--- config.mk ---
export PLATFORM = sky130hd
export DESIGN_NAME = tunnel_window
export DESIGN_NICKNAME = d
export VERILOG_FILES = /design/src/rtl/tunnel_pkg.sv /design/src/rtl/tunnel_decode.sv /design/src/rtl/tunnel_post_buf.sv /design/src/rtl/tunnel_window.sv
export SDC_FILE = /design/constraint.sdc
export NUM_CORES = 1
export LEC_CHECK = 0
export BUFFER_PORTS_ARGS = -buffer_cell sky130_fd_sc_hd__buf_2
export CORE_ASPECT_RATIO = 1.4
export CORE_MARGIN = 2
export CORE_UTILIZATION = 52
export CTS_BUF_LIST = sky130_fd_sc_hd__clkbuf_8
export DETAILED_ROUTE_END_ITERATION = 6
export HOLD_SLACK_MARGIN = 0.06
export PLACE_DENSITY = 0.83
export SETUP_SLACK_MARGIN = 0.15
export SLEW_MARGIN = 20
export SYNTH_ARGS = -nofsm -noshare
export SYNTH_HDL_FRONTEND = slang
export SYNTH_SLANG_ARGS = --single-unit
--- constraint.sdc ---
create_clock -name clk -period 2.9 [get_ports clk]
set_input_delay 0.58 -clock clk [delete_from_list [all_inputs] [get_ports clk]]
set_output_delay 0.58 -clock clk [all_outputs]
set_load 0.01 [all_outputs]
--- src/rtl/tunnel_pkg.sv ---
package tunnel_pkg;

  // Downstream bus width. It is fixed at 32 bits because the downstream side
  // has no narrower access mode.
  localparam int unsigned DATA_W = 32;

  // Decoded register offsets inside the folded window.
  localparam int unsigned OFF_CFG  = 4;
  localparam int unsigned OFF_ADDR = 8;
  localparam int unsigned OFF_DATA = 12;

  typedef enum logic [1:0] {
    SEL_NONE,
    SEL_CFG,
    SEL_ADDR,
    SEL_DATA
  } reg_sel_e;

  typedef struct packed {
    logic              write;
    logic              cfg;
    logic [DATA_W-1:0] addr;
    logic [DATA_W-1:0] wdata;
  } dn_req_t;

endpackage

--- src/rtl/tunnel_decode.sv ---
module tunnel_decode
  import tunnel_pkg::*;
#(
  parameter int unsigned AW         = 10,
  parameter int unsigned IMPL_BYTES = 48
) (
  input  logic [AW-1:0] offset,
  output reg_sel_e      sel
);

  // Offset constants at the width of the folded offset.
  localparam logic [AW-1:0] K_CFG  = AW'(OFF_CFG);
  localparam logic [AW-1:0] K_ADDR = AW'(OFF_ADDR);
  localparam logic [AW-1:0] K_DATA = AW'(OFF_DATA);

  logic [AW-1:0] folded;
  logic [AW-1:0] word_off;

  always_comb begin
    // Fold the offset into the implemented bytes, then drop the byte lane bits.
    folded   = offset % AW'(IMPL_BYTES);
    word_off = {folded[AW-1:2], 2'b00};

    if (word_off == K_CFG) begin
      sel = SEL_CFG;
    end else if (word_off == K_ADDR) begin
      sel = SEL_ADDR;
    end else if (word_off == K_DATA) begin
      sel = SEL_DATA;
    end else begin
      sel = SEL_NONE;
    end
  end

endmodule

--- src/rtl/tunnel_post_buf.sv ---
module tunnel_post_buf
  import tunnel_pkg::*;
(
  input  logic    clk,
  input  logic    rst_n,
  input  logic    push,
  input  dn_req_t push_req,
  input  logic    pop,
  output logic    full,
  output dn_req_t held
);

  // Single-entry holding register for one posted write.
  always_ff @(posedge clk) begin
    if (!rst_n) begin
      full <= 1'b0;
      held <= '0;
    end else if (push) begin
      full <= 1'b1;
      held <= push_req;
    end else if (pop) begin
      full <= 1'b0;
    end
  end

endmodule

--- src/rtl/tunnel_window.sv ---
module tunnel_window
  import tunnel_pkg::*;
#(
  parameter int unsigned WIN_BYTES  = 1024,
  parameter int unsigned IMPL_BYTES = 48
) (
  input  logic                            clk,
  input  logic                            rst_n,
  input  logic                            host_valid,
  output logic                            host_ready,
  input  logic                            host_write,
  input  logic [$clog2(WIN_BYTES)-1:0]    host_addr,
  input  logic [tunnel_pkg::DATA_W-1:0]   host_wdata,
  output logic [tunnel_pkg::DATA_W-1:0]   host_rdata,
  output logic                            dn_valid,
  input  logic                            dn_ready,
  output logic                            dn_write,
  output logic                            dn_cfg,
  output logic [tunnel_pkg::DATA_W-1:0]   dn_addr,
  output logic [tunnel_pkg::DATA_W-1:0]   dn_wdata,
  input  logic [tunnel_pkg::DATA_W-1:0]   dn_rdata
);

  localparam int unsigned AW = $clog2(WIN_BYTES);

  reg_sel_e          sel;
  logic [DATA_W-1:0] addr_q;
  logic              armed_q;
  logic              buf_full;
  dn_req_t           buf_req;
  dn_req_t           live_req;
  dn_req_t           out_req;
  logic              data_acc;
  logic              rd_live;
  logic              wr_push;
  logic              accept;

  tunnel_decode #(
    .AW        (AW),
    .IMPL_BYTES(IMPL_BYTES)
  ) u_decode (
    .offset(host_addr),
    .sel   (sel)
  );

  // Classify the current host request.
  always_comb begin
    data_acc = host_valid && (sel == SEL_DATA);
    rd_live  = data_acc && !host_write && !buf_full;
    wr_push  = data_acc && host_write && !buf_full;
  end

  // Host-side ready: register offsets finish at once, data offsets depend on
  // the post buffer and on the downstream acknowledge.
  always_comb begin
    if (sel == SEL_DATA) begin
      if (host_write) begin
        host_ready = !buf_full;
      end else begin
        host_ready = !buf_full && dn_ready;
      end
    end else begin
      host_ready = 1'b1;
    end
  end

  assign accept = host_valid && host_ready;

  // Request built from the current host access and the address register.
  always_comb begin
    live_req.write = host_write;
    live_req.cfg   = armed_q;
    live_req.addr  = addr_q;
    live_req.wdata = host_write ? host_wdata : '0;
  end

  tunnel_post_buf u_post (
    .clk     (clk),
    .rst_n   (rst_n),
    .push    (wr_push),
    .push_req(live_req),
    .pop     (buf_full && dn_ready),
    .full    (buf_full),
    .held    (buf_req)
  );

  // A waiting posted write owns the downstream bus; otherwise a live read passes through.
  always_comb begin
    out_req  = buf_full ? buf_req : live_req;
    dn_valid = buf_full || rd_live;
    dn_write = out_req.write;
    dn_cfg   = out_req.cfg;
    dn_addr  = out_req.addr;
    dn_wdata = out_req.wdata;
  end

  // Address register and one-shot configuration flag.
  always_ff @(posedge clk) begin
    if (!rst_n) begin
      addr_q  <= '0;
      armed_q <= 1'b0;
    end else if (accept) begin
      if (host_write && sel == SEL_ADDR) begin
        addr_q <= host_wdata;
      end
      if (sel == SEL_DATA) begin
        armed_q <= 1'b0;
      end else if (host_write && sel == SEL_CFG) begin
        armed_q <= host_wdata[0];
      end
    end
  end

  // Read-back mux; the flag and unused offsets read as zero.
  always_comb begin
    case (sel)
      SEL_ADDR: host_rdata = addr_q;
      SEL_DATA: host_rdata = dn_rdata;
      default:  host_rdata = '0;
    endcase
  end

endmodule

# After elaboration in Yosys (flattened, before gate mapping)
# Index checks and enable logic that the tools add are counted.
[totals]
out_inout_bits = 100
ff_bits = 100
wordCells = 43
inputBits = 79
[classes]
n_reduce_logical = 17
eq_ne = 6
n_mux = 12
n_div = 1
[ops]
columns = ["cell", "n"]
rows = [
  ["$mux 66", 1],
  ["$pmux 32 s2", 1],
  ["$mux 32", 1],
  ["$eq 8x2->1 const B", 2],
  ["$logic_and 1x1->1", 10],
  ["$mod 10x6->10 const B", 1],
  ["$eq 8x1->1 const B", 1],
  ["$mux 1", 6],
  ["$mux 2", 3],
  ["$eq 2x2->1 const B", 2],
  ["$reduce_and 2->1", 2],
  ["$reduce_bool 2->1", 2],
  ["$eq 2x1->1 const B", 1],
  ["$logic_not 1->1", 2],
  ["$logic_or 1x1->1", 1],
]

# Depth between registers and ports, before layout
[logic_depth]
ltp_word = 10
ltp_mapped = 8
ltp_nobuf = 5

# Cells and area by module
# Synthesis repeated with hierarchy kept, for this count alone.
[unflattened]
cells_unflattened = 578
area_unflattened_um2 = 5630.4
[by_module_without_submodules]
columns = ["mod", "instances", "area_each_um2", "cells_each", "seq_area_each_um2"]
rows = [
  ["tunnel_window", 1, 2864.0, 338, 660.6],
  ["tunnel_post_buf", 1, 2561.2, 216, 1341.3],
  ["tunnel_decode", 1, 205.2, 24, 0.0],
]

# Least setup slack after synthesis
# OpenSTA, ideal clock, no wires.
[synth_path]
path_kind = "input -> output"
start = "input host_addr[8]"
end = "output host_rdata[10] in the netlist's numbering"
n_path_buf = 2
stages = 7
required_time_ns = 2.320
arrival_ns = 1.978
path_slack_ns = 0.342
path_cell_list = "buf_2 -> and4bb_1 -> a211oi_1 -> o2111ai_2 -> nand2_1 -> clkbuf_1 -> nor2_1"
[synth_between]
elab_chain_cells = 7
elab_cells_between_ends = 10
cone_classes = "div (1); eq/ne (5); mux (4)"
[synth_lines]
columns = ["item", "line_no", "text"]
rows = [
  ["from (decl)", "tunnel_window.sv:12", "input logic [$clog2(WIN_BYTES)-1:0] host_addr,"],
  ["$mod 10x6->10 (*)", "tunnel_decode.sv:21", "folded = offset % AW'(IMPL_BYTES);"],
  ["$eq 8x2->1", "tunnel_decode.sv:28", "end else if (word_off == K_DATA) begin"],
  ["$mux 2", "tunnel_decode.sv:28", ""],
  ["$mux 2", "tunnel_decode.sv:26", "end else if (word_off == K_ADDR) begin"],
  ["$mux 2 (*)", "tunnel_decode.sv:24", "if (word_off == K_CFG) begin"],
  ["$eq 2x2->1", "tunnel_window.sv:116", "case (sel)"],
  ["$pmux 32 s2 (*)", "tunnel_window.sv:116", ""],
  ["to (decl)", "tunnel_window.sv:14", "output logic [tunnel_pkg::DATA_W-1:0] host_rdata,"],
]
# Mark *: on every way between the ends. The rest lies on a longest branch, timed or not.

# Worst setup path after layout
[layout_path]
start = "input host_addr[7]"
end = "output dn_valid"
[layout_between]
elab_chain_cells = 10
elab_cells_between_ends = 12
cone_classes = "div (1); eq/ne (4); mux (3); reduce/logical (4)"
[layout_lines]
columns = ["item", "line_no", "text"]
rows = [
  ["$mod 10x6->10 (*)", "tunnel_decode.sv:21", ""],
  ["$eq 8x2->1", "tunnel_decode.sv:28", ""],
  ["$mux 2", "tunnel_decode.sv:28", ""],
  ["$mux 2", "tunnel_decode.sv:26", ""],
  ["$mux 2 (*)", "tunnel_decode.sv:24", ""],
  ["$eq 2x2->1 (*)", "tunnel_window.sv:48", "data_acc = host_valid && (sel == SEL_DATA);"],
  ["$logic_and 1x1->1 (*)", "tunnel_window.sv:48", ""],
  ["$logic_and 1x1->1 (*) (2 in a row)", "tunnel_window.sv:49", "rd_live = data_acc && !host_write && !buf_full;"],
  ["$logic_or 1x1->1 (*)", "tunnel_window.sv:90", "dn_valid = buf_full || rd_live;"],
  ["to (decl)", "tunnel_window.sv:15", "output logic dn_valid,"],
]
# Marks and branches as above.

==> flow_summary_export.csv <==
group,metric,value,unit
sta,rsz0062_at_grt,"no",
sta,finalSetupTns,0,ns
yosys,synth_edf_count,0,
clock_tree,cts_buffer_depth,2,
clock_tree,numCtsBuffers,9,
route,wl,13200,um
setup_path,crit_fanout,6,
route,route.vias.total,4515,
yosys,synth_nets,623,
sta,timing.final.ws_setup,0.208,ns
finish,utilization,67.0,%
clock_tree,numClockSinks,100,
yosys,postSynthAreaPerCell,9.39,um2
yosys,ys.flop_type,"dfxtp_1",
sta,holdWs,0.458,ns
yosys,synth_seq_cells,100,
job,cap_viol_max_count,0,
yosys,synth_commonest_cells,"nand2_1 (135), mux2i_1 (129), dfxtp_1 (100), nor2_1 (35), mux2_2 (33)",
die,core_area,0.00951,mm2
power,power_density,434,mW/mm2
clock_tree,ctsHtreeMaxLevel,3,
global_route,grt_max_degree,65,
yosys,ys_types,33,
setup_path,worstSetupEndpointType,"primary output",
yosys,netlist.area_leader.share,39.2,%
global_route,grt_usage,25.0,%
setup_path,rr_startpoint,"u_post.full",
route,wl_per_cell,15.7,um
yosys,syn_inst,544,
finish,antenna_cells,0,
global_route,grt_pass1_vias,4595,
power,vdd_drop_max,0.261,mV
sta,final_hold_viol_count,0,
clock_tree,clk_latency,0.36,ns
route,via_per_inst,5.38,
clock_tree,hold_buffers,0,
run_status,status,"complete, no violations",
sta,fin_skew,0.00844,ns
finish,syn2layout_area_growth,24.7,%
clock_tree,path_clk_slew,0.09,ns
placement,hpwl,9540,um
setup_path,worstSetupStartpoint,"host_addr[7]",
global_route,grt_overflow_total,0,
die,dieArea,0.0106,mm2
sta,setup_viol,0,
clock_tree,tritoncts,"built",
route,ant_nets,0,
route,drt_drc_violations_left,0,
setup_path,arrival,2.11,ns
die,dieHeight,121,um
finish,nets,783,
die,io_pins,179,
setup_path,worstPathRequired,2.32,ns
placement,placed_cells,824,
yosys,syn_area,0.00511,mm2
placement,dpl_cell_area,0.00613,mm2
setup_path,worstSetupStartpointType,"input port",
yosys,synthArstFlopShare,0,%
placement,pre_cts_ws,0.196,ns
yosys,yosysMostFrequentCell,"nand2_1",
sta,finalCriticalPeriod,2.69,ns
setup_path,worst-setup-path-type,"input port to primary output",
worst_hold_path,hold_start,"u_post.held[38]",
placement,routabilityCongestion,0.818,
yosys,ys_seq_area_share,39.2,%
placement,port_buffers,176,
finish,fin_area,0.00637,mm2
route,first_iter_violations,187,
sta,fmaxAchievable,371,MHz
die,num_rows,42,
finish,drive_gt1_share,35.5,%
yosys,yosysWarnings,0,
yosys,synth_top_area_cell,"dfxtp_1",
worst_hold_path,min_path_type,"flip-flop to flip-flop",
die,initial_core_util,53.7,%
finish,final_cells,840,
sta,fin_crit_sh,92.8,%
sta,max_slew_margin,59.8,%
global_route,grt_pass1_wl,20900,um
clock_tree,cts_root_buf,"clkbuf_8",
yosys,synth_area_leaders,"dfxtp_1 (39%), mux2i_1 (25%), nand2_1 (9.9%)",
power,p_leak,2.85,nW
global_route,antenna_found_initial,0,
die,die_width,87.8,um
sta,tightest_slew,0.603,ns
power,fin_total_pwr,2.76,mW
route,dr.pass1.iters,4,
sta,slew_viol_final,0,
logic make-up after synthesis:
| group | after synthesis | share of synthesized area [%] |
|---|---|---|
| and+or+nand+nor | 186 | 15.8 |
| muxes | 162 | 32.6 |
| DFF | 100 | 39.2 |
| buffers and inverters | 48 | 4.61 |
| AOI/OAI and AO/OA | 46 | 7.50 |
| xor gates and xnor gates | 2 | 0.343 |
final timing paths:
path	end	slack (ns)	cells past startpoint
hold / removal	u_post.held[38]	0.46	2
setup reg to reg	u_post.held[16]	1.02	4
setup / recovery	dn_valid	0.21	8
hold reg to reg	u_post.held[38]	0.46	2
cells in the final DEF (no fill, tap or decap), types with 5 or more instances in the layout:
cell	Yosys	routed
buf_2	2	175
nand2_1	135	134
mux2i_1	129	129
dfxtp_1	100	99
nor2_1	35	35
mux2_2	33	33
a22o_1	31	31
buf_4	6	15
clkbuf_8	0	11
buf_12	0	5
repair_timing:
item,CTS,global route
gates resized for setup,0,2
setup buffers,0,1
endpoints found under the setup margin,0,18
metal layers:
| metal | GRT usage [%] | wire length, um |
|---|---|---|
| met1 | 28.9 | 5330 |
| met2 | 42.7 | 6700 |
| met3 | 2.93 | 690 |
| met4 | 15.8 | 506 |
| met5 | 0 | 0 |
worst max-delay path, stage by stage:
cell,delay [ns]
buf_2,0.13
nor2b_1,0.14
or2_1,0.23
o2111ai_2,0.28
nand2_2,0.13
buf_4,0.18
o31ai_1,0.26
buf_2,0.18
sequential cells by signal (all words and copies together), names as in the netlist:
signal / flops
u_post.held: 66
armed_q: 1
u_post.full: 1
addr_q: 32
area by class of cell:
type / instances / area, um2
clock buffer: 11 / 151
clock inverter: 4 / 72.6
fill: 775 / 3140
inverter: 2 / 7.51
multi-input combinational: 396 / 2880
sequential: 100 / 2000
tap: 132 / 165
timing repair buffer: 195 / 1090
power by group:
group | switching (mW) | internal, mW | leakage [nW]
combinational | 0.205 | 0.170 | 1.93
clock | 0.469 | 0.527 | 0.111
sequential | 0.00879 | 1.38 | 0.806
Power figures use the tool's default switching activity.
